[src/rtl/swaplock_pkg.sv]
package swaplock_pkg;
  typedef enum logic [1:0] {
    MOP_NONE  = 2'd0,
    MOP_XCHG  = 2'd1,
    MOP_WRITE = 2'd2
  } mem_op_e;

  typedef enum logic [1:0] {
    ST_IDLE,
    ST_XCHG,
    ST_WRITE,
    ST_DONE
  } lock_state_e;
endpackage

[src/rtl/swaplock_alu.sv]
module swaplock_alu #(
  parameter int DATA_W = 8
) (
  input  logic [DATA_W-1:0] old_val,
  output logic [DATA_W-1:0] shifted,
  output logic              carry,
  output logic              lock_like
);
  localparam int SIGN_BIT = DATA_W - 1;

  function automatic logic [DATA_W-1:0] asr1(input logic [DATA_W-1:0] v);
    return {v[SIGN_BIT], v[SIGN_BIT:1]};
  endfunction

  function automatic logic is_lock_value(input logic [DATA_W-1:0] v);
    return v[SIGN_BIT:1] == '0;
  endfunction

  always_comb begin
    shifted   = asr1(old_val);
    carry     = old_val[0];
    lock_like = is_lock_value(old_val);
  end
endmodule

[src/rtl/swaplock_flags.sv]
module swaplock_flags #(
  parameter int DATA_W = 8
) (
  input  logic [DATA_W-1:0] result,
  output logic              zero,
  output logic              neg
);
  function automatic logic zero_of(input logic [DATA_W-1:0] v);
    return v == '0;
  endfunction

  always_comb begin
    zero = zero_of(result);
    neg  = result[DATA_W-1];
  end
endmodule

[src/rtl/swaplock_seq.sv]
module swaplock_seq
  import swaplock_pkg::*;
#(
  parameter int ADDR_W = 16,
  parameter int DATA_W = 8
) (
  input  logic              clk,
  input  logic              rst_n,
  input  logic              req,
  input  logic [ADDR_W-1:0] req_addr,
  input  logic              mem_ready,
  input  logic [DATA_W-1:0] alu_shifted,
  input  logic              alu_carry,
  input  logic              alu_lock_like,
  output logic              mem_valid,
  output logic [1:0]        mem_op,
  output logic [ADDR_W-1:0] mem_addr,
  output logic [DATA_W-1:0] mem_wdata,
  output logic [DATA_W-1:0] result,
  output logic              carry,
  output logic              done,
  output logic              busy,
  output logic              accept_ev,
  output logic              xchg_ack_ev,
  output logic              write_ack_ev
);
  lock_state_e       state_q;
  logic [ADDR_W-1:0] addr_q;
  logic [DATA_W-1:0] res_q;
  logic              carry_q;

  always_comb begin
    accept_ev    = (state_q == ST_IDLE) && req;
    xchg_ack_ev  = (state_q == ST_XCHG) && mem_ready;
    write_ack_ev = (state_q == ST_WRITE) && mem_ready;
  end

  always_ff @(posedge clk) begin
    if (!rst_n) begin
      state_q <= ST_IDLE;
      addr_q  <= '0;
      res_q   <= '0;
      carry_q <= 1'b0;
    end else begin
      unique case (state_q)
        ST_IDLE: if (accept_ev) begin
          addr_q  <= req_addr;
          state_q <= ST_XCHG;
        end
        ST_XCHG: if (xchg_ack_ev) begin
          carry_q <= alu_carry;
          if (alu_lock_like) begin
            res_q   <= '0;
            state_q <= ST_DONE;
          end else begin
            res_q   <= alu_shifted;
            state_q <= ST_WRITE;
          end
        end
        ST_WRITE: if (write_ack_ev) state_q <= ST_DONE;
        ST_DONE:  state_q <= ST_IDLE;
        default:  state_q <= ST_IDLE;
      endcase
    end
  end

  always_comb begin
    mem_valid = (state_q == ST_XCHG) || (state_q == ST_WRITE);
    mem_addr  = addr_q;
    mem_wdata = (state_q == ST_WRITE) ? res_q : '0;
    case (state_q)
      ST_XCHG:  mem_op = MOP_XCHG;
      ST_WRITE: mem_op = MOP_WRITE;
      default:  mem_op = MOP_NONE;
    endcase
    done   = state_q == ST_DONE;
    busy   = state_q != ST_IDLE;
    result = res_q;
    carry  = carry_q;
  end
endmodule

[src/rtl/swaplock_unit.sv]
module swaplock_unit #(
  parameter int ADDR_W = 16,
  parameter int DATA_W = 8
) (
  input  logic              clk,
  input  logic              rst_n,
  input  logic              cpu_req_i,
  input  logic [ADDR_W-1:0] cpu_addr_i,
  output logic              cpu_busy_o,
  output logic              cpu_done_o,
  output logic [DATA_W-1:0] cpu_result_o,
  output logic              cpu_carry_o,
  output logic              cpu_zero_o,
  output logic              cpu_neg_o,
  output logic              mem_valid_o,
  output logic [1:0]        mem_op_o,
  output logic [ADDR_W-1:0] mem_addr_o,
  output logic [DATA_W-1:0] mem_wdata_o,
  input  logic              mem_ready_i,
  input  logic [DATA_W-1:0] mem_rdata_i
);
  logic [DATA_W-1:0] alu_shifted;
  logic              alu_carry;
  logic              alu_lock_like;
  logic              accept_ev;
  logic              xchg_ack_ev;
  logic              write_ack_ev;

  swaplock_alu #(.DATA_W(DATA_W)) u_alu (
    .old_val   (mem_rdata_i),
    .shifted   (alu_shifted),
    .carry     (alu_carry),
    .lock_like (alu_lock_like)
  );

  swaplock_seq #(.ADDR_W(ADDR_W), .DATA_W(DATA_W)) u_seq (
    .clk           (clk),
    .rst_n         (rst_n),
    .req           (cpu_req_i),
    .req_addr      (cpu_addr_i),
    .mem_ready     (mem_ready_i),
    .alu_shifted   (alu_shifted),
    .alu_carry     (alu_carry),
    .alu_lock_like (alu_lock_like),
    .mem_valid     (mem_valid_o),
    .mem_op        (mem_op_o),
    .mem_addr      (mem_addr_o),
    .mem_wdata     (mem_wdata_o),
    .result        (cpu_result_o),
    .carry         (cpu_carry_o),
    .done          (cpu_done_o),
    .busy          (cpu_busy_o),
    .accept_ev     (accept_ev),
    .xchg_ack_ev   (xchg_ack_ev),
    .write_ack_ev  (write_ack_ev)
  );

  swaplock_flags #(.DATA_W(DATA_W)) u_flags (
    .result (cpu_result_o),
    .zero   (cpu_zero_o),
    .neg    (cpu_neg_o)
  );
endmodule

[config.mk]
export PLATFORM = sky130hd
export DESIGN_NAME = swaplock_unit
export DESIGN_NICKNAME = d
export VERILOG_FILES = /design/src/rtl/swaplock_pkg.sv /design/src/rtl/swaplock_alu.sv /design/src/rtl/swaplock_flags.sv /design/src/rtl/swaplock_seq.sv /design/src/rtl/swaplock_unit.sv
export SDC_FILE = /design/constraint.sdc
export NUM_CORES = 1
export LEC_CHECK = 0
export BUFFER_PORTS_ARGS = -buffer_cell sky130_fd_sc_hd__clkbuf_2
export CAP_MARGIN = 25
export CELL_PAD_IN_SITES_DETAIL_PLACEMENT = 1
export CELL_PAD_IN_SITES_GLOBAL_PLACEMENT = 2
export CORE_UTILIZATION = 20
export DETAILED_ROUTE_END_ITERATION = 10
export PLACE_DENSITY_LB_ADDON = 0.1
export SLEW_MARGIN = 25
export SYNTH_ARGS = -nofsm -noshare
export SYNTH_HDL_FRONTEND = slang
export SYNTH_SLANG_ARGS = --single-unit
[constraint.sdc]
create_clock -name clk -period 1.5 [get_ports clk]
set_clock_uncertainty 0.2 [all_clocks]
set_input_delay 0.15 -clock clk [delete_from_list [all_inputs] [get_ports clk]]
set_output_delay 0.15 -clock clk [all_outputs]
set_load 0.01 [all_outputs]
[After elaboration in Yosys (flattened, before gate mapping)]
Index checks and enable logic that the tools add are counted.
Word-level totals
  bits in registers: 27
  input bits: 28
  output and inout bits: 40
Cells by class
  equality and inequality tests: 6
  multiplexer cells: 8
  reduce and logical (&&, ||, !) cells: 11
Operators by type and width (count)
  8-bit 2-to-1 mux: 2
  8-bit logical NOT: 1
  2-bit one-hot mux with 4 select lines: 1
  7-bit logical NOT: 1
  2-bit 2-to-1 mux: 3
  2-bit == test, second input constant: 2
  2-bit by 1-bit inequality test with 1-bit output, second input constant: 2
  2-bit one-hot mux with 2 select lines: 1
  2-bit AND reduction: 2
  1-bit logical AND: 3
  3-bit AND reduction: 1
  2-bit by 1-bit == test with 1-bit output, second input constant: 1
  2-bit logical NOT: 1
  2-bit inequality test, second input constant: 1
  2-bit nonzero test: 1
  1-bit logical OR: 1
  1-bit 2-to-1 mux: 1

[Depth between registers and ports, before layout]
  depth after elaboration: 4
  mapped depth: 7
  gate-level depth less buffers: 5

[Cells and area by module]
A second synthesis with hierarchy kept.
Second synthesis, totals
  cells, all modules: 157
  area, all modules: 1333.8 um^2
By module, submodules not included
  swaplock_seq: times used 1, cells each 142, area each 1219.9 um^2, seq. area each 540.5 um^2
  swaplock_alu: times used 1, cells each 11, area each 87.6 um^2, seq. area each 0.0 um^2
  swaplock_flags: times used 1, cells each 4, area each 26.3 um^2, seq. area each 0.0 um^2

[Worst setup path before layout]
Ideal clock, no wire load.
  kind: flip-flop to flip-flop
  start point: register u_seq.state_q[0]
  end point: register u_seq.state_q[1]
  arrival: 1.393 ns
  required time: 1.230 ns
  slack: -0.163 ns
  stages on the path, launching flop included: 6
  path buffers: 0
  path through: dfxtp_1 inv_1 ha_1 o21ba_4 or3b_1 a21oi_1
On the way
  word-level cells in the longest chain between the ends: 4
  elaborated cells between the ends (all ways): 12
  those cells by class: 6 x eq/ne; 1 x mux; 5 x reduce/logical
RTL lines
  from (decl): line swaplock_seq.sv:27  | lock_state_e state_q;
  from (signal assigned): line swaplock_seq.sv:40  | state_q <= ST_IDLE;
  from (signal assigned): line swaplock_seq.sv:48  | state_q <= ST_XCHG;
  from (signal assigned): line swaplock_seq.sv:54  | state_q <= ST_DONE;
  2-bit by 1-bit == test with 1-bit output (tied with other cells): line swaplock_seq.sv:34, swaplock_seq.sv:45
  1-bit logical AND (on tied branches): line swaplock_seq.sv:34, swaplock_seq.sv:33, swaplock_seq.sv:35
  2-bit by 1-bit inequality test with 1-bit output (no source line) / 2-bit inequality test (equally long branches)
  3-bit AND reduction (no source line)
Several ways; a longest one is shown, not always the timed one.
A chain may end at the register's enable or synchronous reset.

[Final worst setup path]
  start point: register u_seq.res_q[4], in the netlist u_seq.result[4]
  end point: output cpu_zero_o
On the way
  word-level cells in the longest chain between the ends: 1
RTL lines
  from (decl): line swaplock_seq.sv:29  | logic [DATA_W-1:0] res_q;
  from (signal assigned): line swaplock_seq.sv:56  | res_q <= alu_shifted;
  8-bit logical NOT: line swaplock_flags.sv:9  | return v == '0;
  to (decl): line swaplock_unit.sv:13  | output logic cpu_zero_o,
Every way passes these cells.

==> metrics <==
setup ws final -276 ps; height of the die 78.0 µm; CP endpoint kind output port; actual slew at the worst max-slew pin 350 ps; data arrival time of the worst path 1430 ps; Net Count, Synth 178; number of hold-slack violations in the final timing report 0; wire length after detailed routing 4350 µm; initial antenna violation count 0; grt total ovfl 0; type of the most critical hold path input port to flop; pin count of the biggest net entering global routing 26; unrepaired setup endpoints after global routing true; number of warnings printed during yosys synthesis 0; # rows 27; Max Clk Rate 0.563 GHz; non-filler cells in the finished layout 325; Util after Layout 0.427; finished layout cell area 2370 µm²; number of antenna-violating nets in the routed design 0; power density cells 1510 nW/µm²; vias in the first global route 1444; path type of the worst setup path flop to output port; standard cell area after detailed placement 1690 µm²; final RePlAce weighted congestion 0.803; Total GRT Usage 0.139; leak pwr 1.06 nW; gate count after technology mapping 143; Detailed Route Iter0 Violations 20; horizontal die dimension 78.0 µm; cell at the slowest stage of the critical path sky130_fd_sc_hd__or4_4; instance count after placement with tap cells included 289; layout cell share with drive strength beyond 1 0.561; post-detailed-route via-to-cell ratio 4.26; average wire per cell in the routed design 13.4 µm; register clock-pin slew on the reported worst setup and hold paths 90 ps; sequential-to-total area share from yosys stat 0.451; start point of the critical path u_seq.result[4]; clk buf depth 2; TritonCTS Buffers 3; CTS tree yes; count of H-tree levels built during CTS 1; area added between synthesis and finish 105%; part of the cycle the worst path needs 1.18; startpoint class of the critical path flop; result of the run finished with violations; placed wire-length estimate after detailed placement 2920 µm; count of boundary I/O pins 68; startpoint of the most critical register-to-register path u_seq.state_q[1]; maximum VDD drop 0.000597 V; Initial DRT Pass Iterations 4; max-slew violation count 0; violated checks negative setup slack; final setup violating endpoints 12; Yosys cell types 22; min Tclk post-route 1780 ps; Std-Cell Core Area 5540 µm²; clock sink total 26; clock root cell sky130_fd_sc_hd__clkbuf_8; first-pass GRT wire length 6670 µm; worst hold slack 128 ps; port buffer count 67; tightest slew margin relative to the limit 0.765; Maximum Capacitance Violations 0; area of the mapped netlist 1150 µm²; Post-layout nets 289; die area 6080 µm²; required arrival time at the worst endpoint 1150 ps; critical hold path startpoint mem_ready_i; number of synthesized register bits 26; largest fanout on the critical path 2; minimum setup slack after placement -106 ps; series of cell instances along the critical path or4_4 -> nor4_4 -> buf_2; average footprint of a synthesized cell 8.08 µm²; slowest cell delay on critical path 540 ps; clk_lat worst skew 270 ps; via total after detailed routing 1383; initial core utilization 0.208; drt drc 0; diodes inserted 0
-- worst paths after layout --
| check | endpoint | slack, ps | cells after the start |
|---|---|---|---|
| min reg2reg | u_seq.mem_addr[3] | 260 | 2 |
| max reg2reg | u_seq.state_q[1] | -110 | 5 |
| max | cpu_zero_o | -280 | 3 |
| min | u_seq.carry | 130 | 4 |
-- per-stage QoR --
step | TNS (ps) | power [mW]
after floorplan | -44.0 | 1.64
after global placement | -13.7 | 2.23
after detailed placement | -178 | 2.30
after CTS | -1380 | 3.21
after global routing | -2050 | 3.82
final | -1330 | 3.57
-- synth_stat cells (all sizes together) --
master   n  area, µm²
and2     8       50.1
o32ai    1       8.76
nor4     2       12.5
or4      1       7.51
a211oi   1       7.51
o21ba    1       16.3
nand2   43        161
and2b    1       8.76
nor4b    1       8.76
clkbuf   4       16.3
a21oi   25        125
dfxtp   26        521
ha       7       87.6
nor2b    1       6.26
or3b     1       8.76
o21ai    2       10.0
nand3    8       40.0
inv      4       15.0
buf      6       43.8
-- registers in the layout (all words and copies together) (netlist names) --
signal          flops
u_seq.mem_addr     16
u_seq.result        7
u_seq.state_q       2
u_seq.carry         1
-- critical path, delay by kind of cell (launching register included) --
kind | cells | cell delay, ps
flip-flops | 1 | 320
AND/OR/NAND/NOR | 2 | 670
buffers and inverters | 1 | 170
-- layout make-up --
class                   count  area (µm²)
repair buffers            116         905
flip-flops and latches     26         529
well taps                  72        90.1
multi-input cells         103         747
clock inverters             1        30.0
clock buffers               3        41.3
inverters                   4        25.0
fillers                   664        3170
-- layout by cell type, fill, tap and decap left out --
cell | Yosys | final
sky130_fd_sc_hd__ha_2 | 0 | 1
sky130_fd_sc_hd__a21oi_1 | 25 | 21
sky130_fd_sc_hd__nor4_4 | 0 | 1
sky130_fd_sc_hd__clkbuf_16 | 0 | 2
sky130_fd_sc_hd__a21oi_2 | 0 | 4
sky130_fd_sc_hd__or3b_1 | 1 | 1
sky130_fd_sc_hd__dfxtp_2 | 0 | 1
sky130_fd_sc_hd__dfxtp_4 | 0 | 2
sky130_fd_sc_hd__inv_6 | 0 | 2
sky130_fd_sc_hd__nor4b_4 | 0 | 1
sky130_fd_sc_hd__and2b_2 | 1 | 1
sky130_fd_sc_hd__bufinv_16 | 0 | 1
sky130_fd_sc_hd__ha_4 | 0 | 4
sky130_fd_sc_hd__clkbuf_2 | 1 | 55
sky130_fd_sc_hd__o32ai_2 | 0 | 1
sky130_fd_sc_hd__inv_1 | 4 | 1
sky130_fd_sc_hd__nor4_2 | 0 | 1
sky130_fd_sc_hd__nand2_1 | 43 | 26
sky130_fd_sc_hd__buf_6 | 1 | 15
sky130_fd_sc_hd__or4_4 | 0 | 1
sky130_fd_sc_hd__nand3_1 | 8 | 8
sky130_fd_sc_hd__dfxtp_1 | 26 | 23
sky130_fd_sc_hd__o21ai_1 | 0 | 1
sky130_fd_sc_hd__nand2_2 | 0 | 17
sky130_fd_sc_hd__a211oi_4 | 0 | 1
sky130_fd_sc_hd__inv_2 | 0 | 1
sky130_fd_sc_hd__and2_1 | 8 | 1
sky130_fd_sc_hd__buf_4 | 3 | 14
sky130_fd_sc_hd__buf_12 | 0 | 2
sky130_fd_sc_hd__ha_1 | 7 | 2
sky130_fd_sc_hd__dlygate4sd3_1 | 0 | 25
sky130_fd_sc_hd__clkbuf_8 | 0 | 3
sky130_fd_sc_hd__nor2b_1 | 1 | 1
sky130_fd_sc_hd__o21ba_4 | 1 | 1
sky130_fd_sc_hd__buf_2 | 2 | 3
sky130_fd_sc_hd__and2_4 | 0 | 7
sky130_fd_sc_hd__o21ai_0 | 2 | 1
-- per-layer routing --
layer / vias up / wire length, µm / GRT usage / part of all wire
li1: 688 / - / - / -
met1: 653 / 1780 / 0.153 / 0.41
met2: 40 / 2390 / 0.267 / 0.55
met3: 2 / 166 / 0.0224 / 0.038
met4: 0 / 19 / 0.0463 / 0.0044
met5: - / 0 / 0 / 0
-- where the power goes --
group,switching (mW),internal [mW]
clock network,0.231,0.357
logic,0.932,1.10
registers,0.120,0.836
-- what timing repair did --
item,4_1_cts,5_1_grt
pin swaps,10,11
setup buffers,4,2
resized for setup,24,56
hold buffers,25,0
hold endpoints to repair,25,0
endpoints found under the setup margin,23,34
gates cloned,0,2
-- cell families (layout without fill, tap and decap cells) --
| logic type | Yosys count | count (layout) | synth area share |
|---|---|---|---|
| and+or+nand+nor | 66 | 66 | 0.263 |
| AOI/OAI and AO/OA | 30 | 30 | 0.145 |
| DFF | 26 | 26 | 0.451 |
| buffers and inverters | 14 | 124 | 0.0650 |
| adders and majority gates | 7 | 7 | 0.0758 |
No activity file was read; power rests on OpenSTA's default activity.
